--- config.mk ---
export PLATFORM = sky130hd
export DESIGN_NAME = rf_split_phase
export DESIGN_NICKNAME = d
export VERILOG_FILES = /design/src/rtl/rf_pkg.sv /design/src/rtl/rf_write_qual.sv /design/src/rtl/rf_store.sv /design/src/rtl/rf_read_port.sv /design/src/rtl/rf_split_phase.sv
export SDC_FILE = /design/constraint.sdc
export NUM_CORES = 1
export LEC_CHECK = 0
export BUFFER_PORTS_ARGS = -buffer_cell sky130_fd_sc_hd__buf_2
export CORE_UTILIZATION = 63
export DETAILED_ROUTE_END_ITERATION = 8
export MAX_ROUTING_LAYER = met4
export PLACE_DENSITY = 0.8
export SYNTH_ARGS = -nofsm -noshare
export SYNTH_HDL_FRONTEND = slang
export SYNTH_HIERARCHICAL = 1
export SYNTH_SLANG_ARGS = --single-unit
--- constraint.sdc ---
create_clock -name clk -period 4.9 [get_ports clk]
set_input_delay 0.98 -clock clk [delete_from_list [all_inputs] [get_ports clk]]
set_output_delay 0.98 -clock clk [all_outputs]
set_load 0.03 [all_outputs]
--- src/rtl/rf_pkg.sv ---
// Package rf_pkg: shared sizes and types for the split-phase register file.
// Assumes a power-of-two register count with entry 0 hard-wired to zero.
package rf_pkg;
    parameter int unsigned RF_DEPTH = 32;
    parameter int unsigned RF_WIDTH = 32;
    parameter int unsigned RF_NRD   = 2;
    localparam int unsigned RF_AW   = $clog2(RF_DEPTH);

    typedef logic [RF_AW-1:0]    rf_addr_t;
    typedef logic [RF_WIDTH-1:0] rf_word_t;

    // Qualified write request as seen by storage and bypass logic
    typedef struct packed {
        logic     valid;
        rf_addr_t addr;
        rf_word_t data;
    } rf_wr_t;
endpackage

--- src/rtl/rf_write_qual.sv ---
// Module rf_write_qual: turns the raw writeback request into a qualified write.
// A write is valid only when enabled, out of reset and aimed at a nonzero entry.
// Assumes rst_n is synchronous to clk.
module rf_write_qual
    import rf_pkg::*;
(
    input  logic     rst_n,
    input  logic     wr_en,
    input  rf_addr_t wr_addr,
    input  rf_word_t wr_data,
    output rf_wr_t   wr_q
);
    // Gate the request with reset and the zero-register rule
    always_comb begin
        wr_q.valid = wr_en && rst_n && (wr_addr != '0);
        wr_q.addr  = wr_addr;
        wr_q.data  = wr_data;
    end
endmodule

--- src/rtl/rf_store.sv ---
// Module rf_store: the storage array, one flop word per nonzero entry.
// Entry 0 has no flops and reads as zero. Contents are not reset.
// Assumes wr_q.valid is never set for entry 0.
module rf_store
    import rf_pkg::*;
(
    input  logic     clk,
    input  rf_wr_t   wr_q,
    output rf_word_t words [RF_DEPTH]
);
    assign words[0] = '0;

    for (genvar i = 1; i < RF_DEPTH; i++) begin : g_entry
        rf_word_t word_r;
        // Capture write data into this entry when it is addressed
        always_ff @(posedge clk) begin
            if (wr_q.valid && wr_q.addr == rf_addr_t'(i)) begin
                word_r <= wr_q.data;
            end
        end
        assign words[i] = word_r;
    end
endmodule

--- src/rtl/rf_read_port.sv ---
// Module rf_read_port: one combinational read port with same-cycle bypass.
// A qualified write to the read address overrides the stored word.
// Address 0 always reads as zero.
module rf_read_port
    import rf_pkg::*;
(
    input  logic     clk,
    input  logic     rst_n,
    input  rf_addr_t rd_addr,
    input  rf_word_t words [RF_DEPTH],
    input  rf_wr_t   wr_q,
    output rf_word_t rd_data
);
    // Pick zero, the in-flight write, or the stored word
    always_comb begin
        if (rd_addr == '0) begin
            rd_data = '0;
        end else if (wr_q.valid && wr_q.addr == rd_addr) begin
            rd_data = wr_q.data;
        end else begin
            rd_data = words[rd_addr];
        end
    end

    // register 0 is observed as zero on this port
    p_zero_read_r4: assert property (@(posedge clk) disable iff (!rst_n)
        (rd_addr == '0) |-> (rd_data == '0));
endmodule

--- src/rtl/rf_split_phase.sv ---
// Module rf_split_phase: 2-read, 1-write register file for a decode stage.
// A read of the register being written in the same cycle returns the new data.
// This emulates a write-first, read-second split cycle on a single clock edge.
// Assumes one writer (writeback) and synchronous active-low reset.
module rf_split_phase
    import rf_pkg::*;
(
    input  logic     clk,
    input  logic     rst_n,
    input  rf_addr_t rd_addr_a,
    input  rf_addr_t rd_addr_b,
    output rf_word_t rd_data_a,
    output rf_word_t rd_data_b,
    input  logic     wr_en,
    input  rf_addr_t wr_addr,
    input  rf_word_t wr_data
);
    rf_wr_t   wr_q;
    rf_word_t words   [RF_DEPTH];
    rf_addr_t rd_addr_v [RF_NRD];
    rf_word_t rd_data_v [RF_NRD];

    rf_write_qual u_qual (
        .rst_n   (rst_n),
        .wr_en   (wr_en),
        .wr_addr (wr_addr),
        .wr_data (wr_data),
        .wr_q    (wr_q)
    );

    rf_store u_store (
        .clk   (clk),
        .wr_q  (wr_q),
        .words (words)
    );

    assign rd_addr_v[0] = rd_addr_a;
    assign rd_addr_v[1] = rd_addr_b;

    for (genvar p = 0; p < RF_NRD; p++) begin : g_port
        rf_read_port u_port (
            .clk     (clk),
            .rst_n   (rst_n),
            .rd_addr (rd_addr_v[p]),
            .words   (words),
            .wr_q    (wr_q),
            .rd_data (rd_data_v[p])
        );
    end

    assign rd_data_a = rd_data_v[0];
    assign rd_data_b = rd_data_v[1];

    // a port reading the register being written sees the new data
    p_bypass_a_r2: assert property (@(posedge clk) disable iff (!rst_n)
        (wr_en && wr_addr != '0 && rd_addr_a == wr_addr) |-> (rd_data_a == wr_data));
    p_bypass_b_r2: assert property (@(posedge clk) disable iff (!rst_n)
        (wr_en && wr_addr != '0 && rd_addr_b == wr_addr) |-> (rd_data_b == wr_data));

    // the written word is held for the following read
    p_hold_a_r1: assert property (@(posedge clk) disable iff (!rst_n)
        (wr_en && wr_addr != '0) |=>
        ((rd_addr_a != $past(wr_addr)) || (wr_en && wr_addr == rd_addr_a)
         || (rd_data_a == $past(wr_data))));
    p_hold_b_r1: assert property (@(posedge clk) disable iff (!rst_n)
        (wr_en && wr_addr != '0) |=>
        ((rd_addr_b != $past(wr_addr)) || (wr_en && wr_addr == rd_addr_b)
         || (rd_data_b == $past(wr_data))));
endmodule

After elaboration in Yosys (flattened, before gate mapping)
Index checks and enable logic that the tools add are counted.
Storage, ports and cells
  output and inout port bits: 64
  bits in registers: 992
  input bits: 50
  word-level logic and storage cells: 116
Cells by class
  order comparisons: 2
  muxes and demuxes: 10
  bitwise gates (word level): 2
  reduce and logical (&&, ||, !) cells: 38
  equal/unequal tests: 33
Operators by type and width (count)
  binary-select mux 32 bit (select 5 bit): 2
  2-to-1 mux 32 bit: 8
  == test 5 bit (second input constant): 16
  == test 5 x 4 -> 1 bit (second input constant): 8
  logical AND 1 bit: 35
  == test 5 x 3 -> 1 bit (second input constant): 4
  >= comparator 6 bit (second input constant): 2
  inverter 5 -> 6 bit: 2
  == test 5 x 2 -> 1 bit (second input constant): 2
  == test 5 bit: 2
  logical NOT 5 bit: 2
  == test 5 x 1 -> 1 bit (second input constant): 1
  nonzero test 5 bit: 1

Logic depth before layout (Yosys ltp)
Gate-level depths: netlist of run 1.
  depth after elaboration: 6
  gate-level depth with buffers: 10
  mapped depth without buffers: 5

Cells and area by module
The synthesis of run 1 kept the hierarchy.
Modules (own cells, without submodules)
  rf_store: seq. area each 29788.6 µm², area an instance 30282.8 µm², times used 1, cells an instance 1074
  rf_read_port: seq. area each 0.0 µm², area an instance 9090.0 µm², times used 2, cells an instance 852
  rf_write_qual: seq. area each 0.0 µm², area an instance 294.0 µm², times used 1, cells an instance 39

Worst setup path after synthesis of run 1
OpenSTA, ideal clock, no wires.
  path type: input port to flip-flop
  from: in wr_addr[3]
  to: reg u_store.g_entry[3].word_r[0] (enable)
  path buffers: 0
  data required time: 4439 ps
  data arrival time: 3846 ps
  setup time: 461 ps
  cell stages on the path: 4
  slack: 593 ps
  cells stage by stage: or3_1 -> o311a_1 -> nand4b_1 -> nor3_1
RTL lines
  from (decl): line rf_split_phase.sv:15  | input rf_addr_t wr_addr,
  to (signal assigned): line rf_store.sv:18  | word_r <= wr_q.data;
  to (decl): line rf_store.sv:14  | rf_word_t word_r;

==> run_results.csv, run 1 <==
group,metric,value,unit
status,status,"finished, final reports clean",
final_layout,reg_top3,"u_store/g_entry.word_r x992",
final_layout,largest_register,"u_store/g_entry.word_r",
final_layout,largest_reg_flops,992,
power_and_ir_drop,powerDensity,350,nW/um^2
critical_path,cp-start-kind,"primary input",
final_layout,area_delta_synth_final,10.4,%
floorplanning,die_area,78500,sq um
critical_path,critPathCaptureType,"output port",
floorplanning,coreArea,76200,sq um
clock_tree,cts_tree,"done",
sta,finalHoldViolCount,0,
clock_tree,postCtsSetupRepairBufs,0,
critical_path,critical_path_class,"primary input to output port",
clock_tree,h-tree-depth,3,
clock_tree,numCtsBuffers,98,
power_and_ir_drop,p_total,18.8,mW
synth,synth.area.top_cells,"edfxtp_1, mux4_2, mux2i_1",
critical_path,arrival,3.83,ns
sta,slew_violations,0,
min_path,hold_class,"primary input to flop",
synth,postSynthRegisterBits,992,
floorplanning,ios,114,
clock_tree,cts-root-buf,"clkbuf_16",
clock_tree,clockBufferDepth,3,
final_layout,nets,2993,
sta,fin_tns_setup,0,ns
detailed_routing,vias,31900,
detailed_routing,wl_per_cell,37.6,um
critical_path,required,3.92,ns
clock_tree,cts.clk_slew.worst_paths,0.06,ns
critical_path,cp_max_fo,16,
floorplanning,die_w,280,um
detailed_routing,wirelength,153000,um
detailed_routing,antenna_left,0,
synth,syn_area_per_cell,17.3,sq um
global_route,grt_max_degree,60,
synth,synth_cells,2817,
global_route,grt_pass1_vias,32000,
place,gp_congestion,0.989,
final_layout,multi_input_area,17100,sq um
clock_tree,post_cts_resized,0,
place,port_buffers,113,
clock_tree,holdBufCountCts,0,
power_and_ir_drop,ir_worst_vdd,0.000275,V
job,cap_violations,0,
detailed_routing,drt_drc_violations_left,0,
place,hpwl,93500,um
floorplanning,fp.dieH,280,um
detailed_routing,dr.pass1.iters,7,
synth,ys_seq_area_share,61.1,%
synth,synth_area,48800,sq um
synth,synthDistinctLibCells,66,
sta,timing.fmax,208,MHz
power_and_ir_drop,p_leak,17.9,nW
final_layout,drive_above_1_share,27.6,%
global_route,grt_first_pass_wirelength,218000,um
synth,yosys.area.top_type_share,61.1,%
place,dp.cells,3873,
synth,yosysWarnings,6,
synth,yosysTopAreaCell,"edfxtp_1",
final_layout,nFillCells,4634,
synth,synth-edff-count,992,
detailed_routing,viasPerCell,7.85,
sta,slew_headroom,4.48,%
synth,async_flop_share,0,%
sta,worstMarginPinSlew,1.42,ns
floorplanning,num_rows,101,
global_route,overflow,0,
synth,synthFlopType,"edfxtp_1",
clock_tree,cts_sinks,992,
sta,period_needed,4.81,ns
final_layout,stdcell_area,53800,sq um
final_layout,seqCellArea,29800,sq um
sta,rsz0062_at_grt,"no",
sta,setup_viol_count_final,0,
final_layout,stdcell_count,4067,
floorplanning,start_util,64.0,%
sta,finalCritPeriodShare,98.1,%
detailed_routing,initialDrtViolationCount,5240,
place,place_area,50700,sq um
global_route,antenna_found_initial,14,
global_route,grt_usage,40.5,%
[kinds of logic (layout without fill, tap and decap cells)]
group	Yosys count	count (layout)	synth area share, %
AO/OA/AOI/OAI	501	501	7.46
XOR/XNOR	10	10	0.180
buffers and inverters	297	473	4.54
flip-flops	992	992	61.1
multiplexers	688	688	23.2
other	1	45	0.00769
AND/OR/NAND/NOR	328	328	3.52
[critical path, stage by stage]
cell and delay (ns):
buf_2 0.29, or3_1 0.22, o311a_1 0.53, and3_1 0.92, nor4b_2 0.20, nor2_1 0.39, buf_2 0.28
[through the flow]
stage	worst slack (ns)	util [%]	hold slack [ns]
6_report	0.0931	70.6	0.705
5_1_grt	0.104	70.6	0.705
4_1_cts	0.174	70.6	0.687
3_5_place_dp	0.181	66.5	1.38
3_3_place_gp	0.248	66.5	1.38
2_1_floorplan	0.593	-	1.32
[metal layers]
metal,GRT usage (%),wire [um]
met5,-,0
met4,21.3,9700
met3,11.8,23800
met2,59.8,69600
met1,51.2,49700
[cells in the final DEF (no fill, tap or decap), types with 10 or more instances in the layout]
cell,instances
buf_12,43
a2bb2oi_1,14
mux2_2,30
a22oi_1,66
buf_2,107
a221o_1,26
a21oi_1,80
a2111oi_0,10
nor2b_1,16
mux4_1,16
and3_1,10
and4_1,16
buf_4,132
nand2_1,84
clkbuf_16,103
clkbuf_1,17
nand3_1,28
nor2_1,24
clkinv_1,33
a22o_1,10
edfxtp_1,992
o22ai_1,34
diode_2,13
mux2i_1,312
o21ai_0,68
nor4_1,18
o21ai_1,16
nor2_4,24
a211oi_1,24
nand2b_1,18
o22a_1,10
nor3_1,46
clkinv_2,20
conb_1,32
a221oi_1,78
mux4_2,330
[layout make-up]
type / instances / area share [%]
Clock inverter: 61 / 0.906
Antenna cell: 13 / 0.0604
Inverter: 6 / 0.0418
Timing Repair Buffer: 286 / 4.54
Tap cell: 1030 / 2.39
Multi-Input combinational cell: 1559 / 31.8
Sequential cell: 992 / 55.3
Clock buffer: 120 / 4.91
[path summary, 6_finish.rpt]
path / startpoint / end / slack [ns] / depth (start not counted)
worst max-delay path: wr_addr[3] / rd_data_a[10] / 0.09 / 7
worst min-delay path: wr_data[14] / u_store/g_entry[20].word_r[14]$_DFFE_PP_ / 0.70 / 1
[Yosys cell counts (6+ instances only)]
master     count
nand2b_1      18
o31a_1         6
edfxtp_1     992
and4_1        16
nand3_1       30
a221oi_1      78
a221o_1       26
mux2i_1      312
buf_4         91
nand2_1       84
o21ai_1       16
buf_1         14
a2bb2oi_1     14
xor2_1         8
nor2b_1       20
buf_12        20
a21oi_1       80
mux2_2        30
a22o_1        10
a2111oi_0     10
buf_8         16
buf_6         24
clkbuf_1      69
nor4_1        18
buf_2         57
o2bb2ai_1      6
o21ai_0       68
a211oi_1      24
and3_1        10
mux4_2       330
clkinv_1       6
o22a_1        10
a211o_1        8
a22oi_1       66
mux4_1        16
o22ai_1       34
o2111ai_1      6
nor2_1        50
nor3_1        53
[power by group]
| group | switching (mW) | leakage [nW] | internal (mW) |
|---|---|---|---|
| logic | 1.25 | 7.41 | 0.717 |
| registers | 0.0274 | 8.92 | 9.40 |
| clock network | 3.22 | 1.53 | 4.23 |
(Power assumes the default switching activity.)
==> inputs of run 2 (changes only) <==
PLACE_DENSITY = not set   (was 0.8)
PLACE_DENSITY_LB_ADDON = 0.05   (was not set)
==> run 2 against run 1 <==
First-iteration DRC count shrank 12%. Cell count grew 0.86%. Non-clock buffer count grew 23. Critical endpoint is now rd_data_b[10]. Sequential power is essentially flat.
==> run_results.csv, run 2 (same netlist as run 1, synthesis figures left out) <==
group,metric,value,unit
sta,worstMarginPinSlew,1.12,ns
floorplanning,ios,114,
final_layout,largest_reg_flops,992,
critical_path,cp-start-kind,"primary input",
critical_path,cp_max_fo,39,
clock_tree,clockBufferDepth,3,
detailed_routing,antenna_left,0,
sta,timing.fmax,207,MHz
power_and_ir_drop,powerDensity,352,nW/um^2
place,port_buffers,113,
clock_tree,cts.clk_slew.worst_paths,0.06,ns
place,dp.cells,3896,
power_and_ir_drop,p_leak,18.0,nW
detailed_routing,wirelength,154000,um
final_layout,final_common_cell,"edfxtp_1",
critical_path,critical_path_class,"primary input to output port",
sta,rsz0062_at_grt,"no",
global_route,overflow,0,
clock_tree,postCtsSetupRepairBufs,0,
detailed_routing,viasPerCell,7.61,
detailed_routing,drt_drc_violations_left,0,
critical_path,critPathCaptureType,"output port",
critical_path,arrival,3.84,ns
final_layout,nFillCells,4861,
clock_tree,holdBufCountCts,0,
sta,period_needed,4.82,ns
final_layout,nets,3021,
clock_tree,cts_tree,"done",
status,status,"finished, final reports clean",
floorplanning,num_rows,101,
floorplanning,die_w,280,um
clock_tree,post_cts_resized,0,
final_layout,stdcell_count,4102,
final_layout,mostFrequentLayoutCells,"edfxtp_1, mux4_2, mux2i_1, buf_4, buf_2",
place,hpwl,94600,um
floorplanning,start_util,64.0,%
floorplanning,fp.dieH,280,um
final_layout,largest_register,"u_store/g_entry.word_r",
floorplanning,coreArea,76200,sq um
sta,finalHoldViolCount,0,
critical_path,required,3.92,ns
sta,setup_viol_count_final,0,
sta,fin_tns_setup,0,ns
job,cap_violations,0,
global_route,grt_pass1_vias,30900,
global_route,grt_first_pass_wirelength,218000,um
global_route,grt_usage,40.9,%
detailed_routing,vias,31200,
sta,finalCritPeriodShare,98.4,%
place,gp_congestion,0.947,
detailed_routing,wl_per_cell,37.6,um
detailed_routing,initialDrtViolationCount,4595,
sta,slew_violations,0,
min_path,hold_class,"primary input to flop",
final_layout,reg_top3,"u_store/g_entry.word_r x992",
clock_tree,h-tree-depth,3,
sta,slew_headroom,25.0,%
power_and_ir_drop,ir_worst_vdd,0.000261,V
clock_tree,numCtsBuffers,103,
final_layout,drive_above_1_share,27.8,%
final_layout,area_delta_synth_final,10.9,%
floorplanning,die_area,78500,sq um
clock_tree,cts-root-buf,"clkbuf_16",
global_route,grt_max_degree,45,
clock_tree,cts_sinks,992,
global_route,antenna_found_initial,17,
detailed_routing,dr.pass1.iters,6,
==> run 2: cell types whose count changed in the layout (fill, tap and decap cells not counted) <==
cell	before	now
buf_12	43	39
clkbuf_1	17	27
inv_6	1	2
clkinv_8	0	1
nor4b_2	1	0
nor4b_1	1	2
clkbuf_16	103	106
clkinvlp_4	5	0
diode_2	13	14
clkinv_1	33	40
buf_4	132	159
clkinv_2	20	14
==> run 2: worst paths after layout <==
| kind | start | endpoint | cells past startpoint |
|---|---|---|---|
| worst min-delay path | wr_data[0] | u_store/g_entry[6].word_r[0]$_DFFE_PP_ | 1 |
| worst max-delay path | rd_addr_b[1] | rd_data_b[10] | 9 |
==> run 2: metal layers <==
layer | vias up | part of all wire (%) | track usage (%)
met3 | 527 | 13 | 10.3
met1 | 16000 | 35 | 53.1
met5 | - | 0 | -
met4 | 0 | 5.7 | 20.6
li1 | 12200 | - | -
met2 | 2503 | 46 | 60.4
==> run 2: stage by stage <==
stage | setup WS (ns) | cell area (sq um) | hold slack, ns | power [mW] | util [%]
floorplan | 0.593 | 48900 | 1.32 | 10.9 | -
global placement | 0.289 | 50800 | 1.49 | 11.5 | 66.7
detailed placement | 0.265 | 50800 | 1.51 | 11.5 | 66.7
CTS | 0.259 | 54000 | 0.817 | 19.0 | 70.9
global route | 0.171 | 54000 | 0.848 | 19.4 | 70.9
finish | 0.0775 | 54000 | 0.842 | 19.0 | 70.9
==> run 2: final cells by class <==
cell class	count	area (sq um)	area share (%)
diodes	14	35.0	0.0648
repair buffers	309	2570	4.75
inverters	6	22.5	0.0417
well taps	1030	1290	2.38
flip-flops and latches	992	29800	55.1
clock buffers	133	2750	5.10
clock inverters	59	472	0.873
multi-input cells	1559	17100	31.7
==> run 2: report_power, final <==
group	internal [mW]	total (mW)	switching [mW]
clock	4.36	7.59	3.23
combinational	0.731	1.99	1.26
sequential	9.40	9.42	0.0250
total	14.5	19.0	4.52
==> run 2: worst max-delay path, cell delays in order <==
cell and delay (ns):
clkbuf_8 0.40, buf_12 0.33, nand2b_1 0.43, o22ai_1 0.31
nor4_1 0.33, buf_4 0.19, nor4b_1 0.05, nor2_1 0.42
buf_2 0.29
